--- src/rtl/adc_seq_pkg.sv ---
`timescale 1ns/1ps
package adc_seq_pkg;

    // Position of the engine inside one conversion
    typedef enum logic [1:0] {
        PH_IDLE   = 2'd0,
        PH_SAMP_A = 2'd1,
        PH_SAMP_B = 2'd2,
        PH_TRIAL  = 2'd3
    } adc_phase_e;

    // Decoded conversions per sequence: 0 or >= num_ch means num_ch
    function automatic int unsigned seq_len(input int unsigned code, input int unsigned num_ch);
        if (code == 0 || code >= num_ch) return num_ch;
        return code;
    endfunction

endpackage

--- src/rtl/adc_clkdiv.sv ---
`timescale 1ns/1ps
module adc_clkdiv #(
    parameter int PRS_W = 5
) (
    input  logic             clk,
    input  logic             rst_n,
    input  logic             run,
    input  logic             clr,
    input  logic [PRS_W-1:0] prs,
    output logic             tick
);
    localparam int CNT_W = PRS_W + 1;

    typedef struct packed {
        logic [CNT_W-1:0] cnt;
    } div_t;

    div_t             st_d, st_q;
    logic [CNT_W-1:0] last_cnt;
    logic             wrap;

    always_comb begin
        last_cnt = {prs, 1'b1};               // 2*(prs+1)-1
        wrap     = (st_q.cnt == last_cnt);
        tick     = run && !clr && wrap;
        st_d     = st_q;
        if (!run || clr)  st_d.cnt = '0;
        else if (wrap)    st_d.cnt = '0;
        else              st_d.cnt = st_q.cnt + CNT_W'(1);
    end

    always_ff @(posedge clk or negedge rst_n) begin
        if (!rst_n) st_q <= '0;
        else        st_q <= st_d;
    end

    // the conversion clock is never faster than half the bus clock
    a_r1_tick_gap: assert property (@(posedge clk) disable iff (!rst_n)
        tick |=> !tick);

endmodule

--- src/rtl/adc_sar_engine.sv ---
`timescale 1ns/1ps
module adc_sar_engine
    import adc_seq_pkg::*;
#(
    parameter int RES_BITS = 10,
    parameter int LOW_BITS = 8
) (
    input  logic                clk,
    input  logic                rst_n,
    input  logic                go,
    input  logic                kill,
    input  logic                tick,
    input  logic                cont,
    input  logic [1:0]          smp_sel,
    input  logic                res8,
    input  logic                cmp_in,
    output logic [RES_BITS-1:0] dac_code,
    output logic [RES_BITS-1:0] code_now,
    output logic                conv_end,
    output logic                run
);
    localparam int STEP_W = $clog2(2 + 16 + RES_BITS + 1);

    typedef struct packed {
        logic                run;
        logic [STEP_W-1:0]   step;
        logic [RES_BITS-1:0] sar;
    } eng_t;

    eng_t                st_d, st_q;
    logic [STEP_W-1:0]   trial0, last_step, offs, bitpos;
    logic [RES_BITS-1:0] onehot;
    logic                in_trial;
    adc_phase_e          phase;

    always_comb begin
        trial0    = STEP_W'(2) + (STEP_W'(2) << smp_sel);
        last_step = trial0 + (res8 ? STEP_W'(LOW_BITS) : STEP_W'(RES_BITS)) - STEP_W'(1);
        in_trial  = st_q.run && (st_q.step >= trial0);
        offs      = st_q.step - trial0;
        bitpos    = STEP_W'(RES_BITS - 1) - offs;
        onehot    = RES_BITS'(1) << bitpos;
        code_now  = (st_q.sar & ~onehot) | (cmp_in ? onehot : '0);
        dac_code  = in_trial ? (st_q.sar | onehot) : '0;
        conv_end  = st_q.run && tick && (st_q.step == last_step);

        if (!st_q.run)                 phase = PH_IDLE;
        else if (st_q.step < STEP_W'(2)) phase = PH_SAMP_A;
        else if (!in_trial)            phase = PH_SAMP_B;
        else                           phase = PH_TRIAL;

        st_d = st_q;
        if (go) begin
            st_d.run  = 1'b1;
            st_d.step = '0;
            st_d.sar  = '0;
        end else if (kill) begin
            st_d.run  = 1'b0;
            st_d.step = '0;
            st_d.sar  = '0;
        end else if (st_q.run && tick) begin
            if (conv_end) begin
                st_d.step = '0;
                st_d.sar  = '0;
                st_d.run  = cont;
            end else begin
                st_d.step = st_q.step + STEP_W'(1);
                if (in_trial) st_d.sar = code_now;
            end
        end
    end

    assign run = st_q.run;

    always_ff @(posedge clk or negedge rst_n) begin
        if (!rst_n) st_q <= '0;
        else        st_q <= st_d;
    end

    // every conversion begins in the first sample part with a clean register
    a_r2_clean_start: assert property (@(posedge clk) disable iff (!rst_n)
        (phase == PH_SAMP_A) |-> (st_q.sar == '0));
    // the second sample part is only ever left for the trials, never back to the first part
    a_r2_phase_order: assert property (@(posedge clk) disable iff (!rst_n)
        (phase == PH_SAMP_B && !go && !kill) |=> (phase != PH_SAMP_A));
    // the first trial drives the MSB
    a_r9_msb_first: assert property (@(posedge clk) disable iff (!rst_n)
        (in_trial && st_q.step == trial0) |-> dac_code[RES_BITS-1]);
    // short conversions never touch the low bits
    a_r8_low_bits_idle: assert property (@(posedge clk) disable iff (!rst_n)
        (res8 && in_trial) |-> (dac_code[RES_BITS-LOW_BITS-1:0] == '0));

endmodule

--- src/rtl/adc_seq_sched.sv ---
`timescale 1ns/1ps
module adc_seq_sched
    import adc_seq_pkg::*;
#(
    parameter int NUM_CH   = 8,
    parameter int SEQ_W    = 4,
    parameter int RES_BITS = 10,
    localparam int CH_W    = $clog2(NUM_CH)
) (
    input  logic                clk,
    input  logic                rst_n,
    input  logic                pwr_en,
    input  logic                start,
    input  logic                trig,
    input  logic                cfg_wr,
    input  logic [SEQ_W-1:0]    len_code,
    input  logic                multi,
    input  logic                scan,
    input  logic                fifo,
    input  logic [CH_W-1:0]     chan_sel,
    input  logic                conv_end,
    input  logic [RES_BITS-1:0] code_now,
    output logic                go,
    output logic                kill,
    output logic                cont,
    output logic                active,
    output logic [CH_W-1:0]     mux_sel,
    output logic                res_vld,
    output logic [CH_W-1:0]     res_idx,
    output logic [RES_BITS-1:0] res_code,
    output logic                seq_done
);
    typedef struct packed {
        logic                active;
        logic [CH_W-1:0]     conv;
        logic [CH_W-1:0]     idx;
        logic [CH_W-1:0]     mux;
        logic                vld;
        logic [CH_W-1:0]     ridx;
        logic [RES_BITS-1:0] rcode;
        logic                done;
    } seq_t;

    seq_t          st_d, st_q;
    logic [CH_W:0] len;
    logic          last;

    always_comb begin
        len  = (CH_W+1)'(seq_len(int'(len_code), NUM_CH));
        last = ({1'b0, st_q.conv} == (len - (CH_W+1)'(1)));
        go   = pwr_en && (start || (trig && !st_q.active));
        kill = !pwr_en || cfg_wr;
        cont = !last || scan;

        st_d      = st_q;
        st_d.vld  = 1'b0;
        st_d.done = 1'b0;
        if (go) begin
            st_d.active = 1'b1;
            st_d.conv   = '0;
            st_d.mux    = chan_sel;
            if (start) st_d.idx = '0;
        end else if (kill) begin
            st_d.active = 1'b0;
            st_d.conv   = '0;
            st_d.idx    = '0;
        end else if (conv_end) begin
            st_d.vld   = 1'b1;
            st_d.ridx  = st_q.idx;
            st_d.rcode = code_now;
            st_d.done  = last;
            st_d.idx   = (last && !fifo) ? '0 : st_q.idx + CH_W'(1);
            if (last) begin
                st_d.conv   = '0;
                st_d.mux    = chan_sel;
                st_d.active = scan;
            end else begin
                st_d.conv = st_q.conv + CH_W'(1);
                if (multi) st_d.mux = st_q.mux + CH_W'(1);
            end
        end
    end

    assign active   = st_q.active;
    assign mux_sel  = st_q.mux;
    assign res_vld  = st_q.vld;
    assign res_idx  = st_q.ridx;
    assign res_code = st_q.rcode;
    assign seq_done = st_q.done;

    always_ff @(posedge clk or negedge rst_n) begin
        if (!rst_n) st_q <= '0;
        else        st_q <= st_d;
    end

    // strobes are single-cycle pulses
    a_r10_strobe_pulse: assert property (@(posedge clk) disable iff (!rst_n)
        res_vld |=> !res_vld);
    // sequence end is reported together with a result
    a_r3_done_with_strobe: assert property (@(posedge clk) disable iff (!rst_n)
        seq_done |-> res_vld);
    // power low leaves the controller idle
    a_r11_power_idle: assert property (@(posedge clk) disable iff (!rst_n)
        !pwr_en |=> !active);
    // a single-mode sequence ends idle
    a_r4_single_stops: assert property (@(posedge clk) disable iff (!rst_n)
        (seq_done && !$past(scan) && !$past(go)) |-> !active);
    // without FIFO mode the slot index restarts after a sequence
    a_r6_index_restart: assert property (@(posedge clk) disable iff (!rst_n)
        (seq_done && !$past(fifo) && !$past(go)) |-> (st_q.idx == '0));

endmodule

--- src/rtl/adc_seq_ctrl.sv ---
`timescale 1ns/1ps
module adc_seq_ctrl
    import adc_seq_pkg::*;
#(
    parameter int NUM_CH   = 8,
    parameter int RES_BITS = 10,
    parameter int LOW_BITS = 8,
    parameter int PRS_W    = 5,
    parameter int SEQ_W    = 4,
    localparam int CH_W    = $clog2(NUM_CH)
) (
    input  logic                clk,
    input  logic                rst_n,
    input  logic                pwr_en,
    input  logic                start,
    input  logic                trig_start,
    input  logic                cfg_wr,
    input  logic [PRS_W-1:0]    prs,
    input  logic [1:0]          smp_sel,
    input  logic [SEQ_W-1:0]    len_code,
    input  logic                res8,
    input  logic                multi,
    input  logic                scan,
    input  logic                fifo,
    input  logic [CH_W-1:0]     chan_sel,
    input  logic                cmp_in,
    output logic [CH_W-1:0]     mux_sel,
    output logic [RES_BITS-1:0] dac_code,
    output logic                res_vld,
    output logic [CH_W-1:0]     res_idx,
    output logic [RES_BITS-1:0] res_code,
    output logic                seq_done,
    output logic                busy
);
    logic                go, kill, cont, active, tick, conv_end, eng_run;
    logic [RES_BITS-1:0] code_now;

    adc_clkdiv #(.PRS_W(PRS_W)) u_div (
        .clk   (clk),
        .rst_n (rst_n),
        .run   (active),
        .clr   (go || kill),
        .prs   (prs),
        .tick  (tick)
    );

    adc_sar_engine #(.RES_BITS(RES_BITS), .LOW_BITS(LOW_BITS)) u_eng (
        .clk      (clk),
        .rst_n    (rst_n),
        .go       (go),
        .kill     (kill),
        .tick     (tick),
        .cont     (cont),
        .smp_sel  (smp_sel),
        .res8     (res8),
        .cmp_in   (cmp_in),
        .dac_code (dac_code),
        .code_now (code_now),
        .conv_end (conv_end),
        .run      (eng_run)
    );

    adc_seq_sched #(.NUM_CH(NUM_CH), .SEQ_W(SEQ_W), .RES_BITS(RES_BITS)) u_seq (
        .clk      (clk),
        .rst_n    (rst_n),
        .pwr_en   (pwr_en),
        .start    (start),
        .trig     (trig_start),
        .cfg_wr   (cfg_wr),
        .len_code (len_code),
        .multi    (multi),
        .scan     (scan),
        .fifo     (fifo),
        .chan_sel (chan_sel),
        .conv_end (conv_end),
        .code_now (code_now),
        .go       (go),
        .kill     (kill),
        .cont     (cont),
        .active   (active),
        .mux_sel  (mux_sel),
        .res_vld  (res_vld),
        .res_idx  (res_idx),
        .res_code (res_code),
        .seq_done (seq_done)
    );

    assign busy = active;

    // engine and sequencer agree on whether a sequence is running
    a_r4_engine_tracks: assert property (@(posedge clk) disable iff (!rst_n)
        eng_run == active);
    // an abort request leaves no sequence running
    a_r7_abort_idle: assert property (@(posedge clk) disable iff (!rst_n)
        (cfg_wr && !start) |=> !busy);

endmodule

--- config.mk ---
export PLATFORM = sky130hd
export DESIGN_NAME = adc_seq_ctrl
export DESIGN_NICKNAME = d
export VERILOG_FILES = /design/src/rtl/adc_seq_pkg.sv /design/src/rtl/adc_clkdiv.sv /design/src/rtl/adc_sar_engine.sv /design/src/rtl/adc_seq_sched.sv /design/src/rtl/adc_seq_ctrl.sv
export SDC_FILE = /design/constraint.sdc
export NUM_CORES = 1
export LEC_CHECK = 0
export BUFFER_PORTS_ARGS = -buffer_cell sky130_fd_sc_hd__buf_4
export CORE_MARGIN = 2
export CORE_UTILIZATION = 40
export CTS_CLUSTER_DIAMETER = 100
export DETAILED_ROUTE_END_ITERATION = 12
export GPL_TIMING_DRIVEN = 0
export HOLD_SLACK_MARGIN = 0.05
export PLACE_DENSITY_LB_ADDON = 0.25
export RECOVER_POWER = 50
export SKIP_CTS_REPAIR_TIMING = 1
export SLEW_MARGIN = 20
export SYNTH_ARGS = -nofsm -noshare
export SYNTH_HDL_FRONTEND = slang
export SYNTH_SLANG_ARGS = --single-unit
export TNS_END_PERCENT = 5
--- constraint.sdc ---
create_clock -name clk -period 3 [get_ports clk]
set_input_delay 0.15 -clock clk [delete_from_list [all_inputs] [get_ports clk]]
set_output_delay 0.15 -clock clk [all_outputs]
set_load 0.02 [all_outputs]
==> summary.md <==
| Metric | Value |
|---|---|
| Routed Wire Length | 6.85 mm |
| Share of the synthesized area in the top cell type | approximately 39% |
| Residual DRC | 0 |
| Fin util | around half |
| Compound-Gate Fraction of Synth Area | between 10% and 20% |
| Hold path start | chan_sel[0] |
| Ant diodes | 0 |
| Post-synthesis mux area share | roughly 6.4% |
| Most used cell, CP | ha_4 |
| Max incr delay on CP | between 400 and 500 ps |
| Max Slew Vio Count | 0 |
| Comb power frac | 16.2% |
| Seq/Total Area, Yosys | roughly 39% |
| Net Sw Frac | a little over a quarter |
| Final Skew | about 14 ps |
| Die Wd | slightly above 90 um |
| Fin. Hold Viols | 0 |
| Num ports | 54 |
| Core area | 7290 um^2 |
| Clock buffer depth | 2 |
| Slew Limit Headroom | about a fifth |
| Pint | a little over 900 uW |
| Clock tree from TritonCTS | yes |
| FF-to-FF setup slack | approximately 290 ps |
| Vias per cell | about 5.2 |
| Main synth FF type | dfrtp_1 |
| Commonest non-fill, non-tap cell in the layout | buf_4 |
| #FFs+latches synth | 47 |
| Starting DRT DRC Count | around 110 |
| DIE HEIGHT | a little over 90 um |
| Placer Congestion | 0.851 |
| Setup CP Type | flip-flop to primary output |
| Power per standard cell area | between 300 and 400 nW/um^2 |
| Synth warn | 0 |
| FF-to-FF path depth | 10 |
| Endpoint class of the critical path | primary output |
| Vias in the first global route | about 2.5k |
| DR WL/cell | roughly 14 um |
| Peak supply drop | 0.000165 V |
| Synth area leader | dfrtp_1 |
| Cells after Synth | just over 300 |
| Clock root buffer | clkbuf_8 |
| Tcrit/Tclk final | just under 100% |
| GRT overflow | 0 |
| Syn-to-layout area delta | 23.3% |
| Routed Antenna Nets | 0 |
| Avg Inst Size Synth | 9.85 um^2 |
| DRT Pass-1 Iters | 4 |
| Ys async rst share | 100% |
| Psw | 348 uW |
| Total CTS buffers | 5 |
| Syn nets | 351 |
| Worst Tran Pin Value | 1200 ps |
| Clock sink count | 47 |
| Status | finished clean |
| GRT Util Overall | around 17% |
| Post-synth EDFFs | 0 |
| First-pass GRT wire length | between 10 and 15 mm |
| Total number of vias | between 2k and 2.5k |
| Seq pwr share | 51.0% |
| Initial antenna violation count | 0 |
| # port buffers | 52 |
| Max Clk Rate | 0.343 GHz |
| WHS Endpoint | u_seq.mux_sel[0]$_DFFE_PN0P_ |
| Ratio of cells with drive above 1 in the final layout | a little under 30% |
| Clock power frac | 32.8% |
| Hold path depth | 3 |
| P_leak | 1.72 nW |
| Std-Cell Rows | 31 |
| Netlist cell types | 52 |
| Crit path DAT | roughly 2800 ps |
| Worst skew pair latency | just over 300 ps |
| Largest net degree at the start of global routing | 48 |
| Reg2reg start | u_eng.st_q[12]$_DFFE_PN0P_ |
| Cell Area, Synth | just over 3000 um^2 |
| CP required | around 2900 ps |
| Crit-path max FO | 8 |
| Crit-path cells | inv_2 > ha_4 > ha_4 > fa_2 > xnor2_4 > or3_4 > nor3b_4 > o21a_1 > buf_6 |
| Max Cap Viol | 0 |
| Initial Utilization | between 40% and 50% |
| RSZ-0062 raised after global routing | true |
| Class of the worst hold path | input port to flip-flop |
| R2R Path End | u_seq.res_code[2]$_DFFE_PN0P_ |
| CTS clk-pin slew, worst paths | 90 ps |
| WHS | 117 ps |
| CTS H-tree depth | 2 |
| Final min period | approximately 2900 ps |
| # nets final | 418 |
| Endpoints failing setup | 0 |
| Xor/xnor share of the synthesized area | 6.04% |
| Simple-Gate Fraction of Synth Area | 17.9% |
| Critical path's slowest cell | or3_4 |
| Die area | roughly 8300 um^2 |
| Post-Synth Adder-Cell Area | 7.73% |
| Worst setup SP type | flip-flop |
| Most frequent cells in the layout | buf_4 (59), dfrtp_1 (46), nand2_1 (29) |
| Top post-synthesis cells by area | dfrtp_1 (39%), ha_1 (5.8%), mux2_2 (4.1%), xnor2_1 (4.0%), buf_4 (3.9%) |
| Final HPWL DP | 4.91 mm |
| Main combinational cell family by area after synthesis | simple AND/OR/NAND/NOR gates |
## through the flow
stage / setup TNS (ps) / instance area [um^2] / cells / total power, mW / worst slack (ps)
floorplan: 0 / 3040 / 309 / 0.775 / 12.0
global placement: -23.3 / 3560 / 460 / 0.848 / -23.3
detailed placement: -21.5 / 3560 / 460 / 0.850 / -21.5
CTS: -902 / 3660 / 468 / 1.28 / -371
global route: -36.4 / 3750 / 476 / 1.35 / -36.4
finish: 0 / 3750 / 476 / 1.27 / 81.1
## layout make-up
cell class	instances	area, um^2
clock buffers	6	82.6
plain buffers	25	171
flip-flops and latches	47	1180
multi-input cells	221	1720
repair buffers	60	402
well taps	99	124
inverters	16	60.1
clock inverters	2	16.3
fillers	709	3540
## worst max-delay path: cells and delay by family, from the launching register on
family,cells,cell delay (ps)
AO/OA/AOI/OAI,1,200
XOR/XNOR,1,190
adder cells (fa/ha/maj),3,760
buffers and inverters,2,230
flip-flops,1,410
AND/OR/NAND/NOR,2,650
## cells by family (layout without fill, tap and decap cells)
group / Yosys count / in the layout
simple gates: 95 / 95
compound gates: 70 / 70
flops: 47 / 47
buf+inv: 41 / 109
xor+xnor: 21 / 21
mux: 18 / 18
fa+ha+maj: 17 / 17
## cell usage after synthesis (3+ instances only)
| master | n |
|---|---|
| nand2b_1 | 10 |
| fa_1 | 3 |
| o2bb2ai_1 | 3 |
| or3_1 | 3 |
| xor2_1 | 7 |
| nor3b_1 | 3 |
| inv_1 | 16 |
| ha_1 | 14 |
| buf_4 | 16 |
| dfrtp_1 | 47 |
| o21a_1 | 10 |
| o31ai_1 | 5 |
| a21oi_1 | 17 |
| nor2b_1 | 5 |
| a21o_1 | 9 |
| nand2_1 | 29 |
| clkbuf_1 | 5 |
| nand3_1 | 4 |
| nor4_1 | 4 |
| nor4b_1 | 3 |
| mux2_2 | 11 |
| o21ai_0 | 10 |
| xnor2_1 | 14 |
| nand4_1 | 6 |
| nor2_1 | 12 |
| nor3_1 | 4 |
| mux2i_1 | 7 |
## worst max-delay path by stage
| stage | startpoint | to | cells past startpoint |
|---|---|---|---|
| floorplan | u_eng.st_q[12]$_DFFE_PN0P_ | dac_code[6] | 7 |
| global placement | u_eng.st_q[12]$_DFFE_PN0P_ | dac_code[6] | 8 |
| detailed placement | u_eng.st_q[12]$_DFFE_PN0P_ | dac_code[6] | 8 |
| CTS | u_eng.st_q[12]$_DFFE_PN0P_ | dac_code[6] | 8 |
| global route | u_eng.st_q[12]$_DFFE_PN0P_ | dac_code[2] | 9 |
| finish | u_eng.st_q[12]$_DFFE_PN0P_ | dac_code[2] | 9 |
## metal layers
| metal | GRT usage (%) | part of all wire (%) | up-vias |
|---|---|---|---|
| met5 | 0 | 0 | - |
| met4 | 4.55 | 1.2 | 0 |
| met3 | 2.57 | 3.9 | 9 |
| met2 | 29.1 | 48 | 59 |
| met1 | 23.2 | 47 | 1194 |
| li1 | - | - | 1211 |
## registers in the layout, summed over array words and instances, names as in the netlist
name / flops
u_eng.run: 1
u_seq.res_idx: 3
u_seq.res_vld: 1
u_seq.res_code: 10
u_seq.mux_sel: 3
u_seq.active: 1
u_seq.seq_done: 1
u_eng.st_q: 15
u_div.st_q: 6
u_seq.st_q: 6
## power groups by stage
stage	registers (mW)	logic, mW	clock network, mW
floorplan	0.661	0.113	0
global placement	0.663	0.185	0
detailed placement	0.663	0.187	0
CTS	0.650	0.189	0.437
global route	0.652	0.230	0.465
finish	0.650	0.206	0.418
Power figures use the tool's default switching activity.
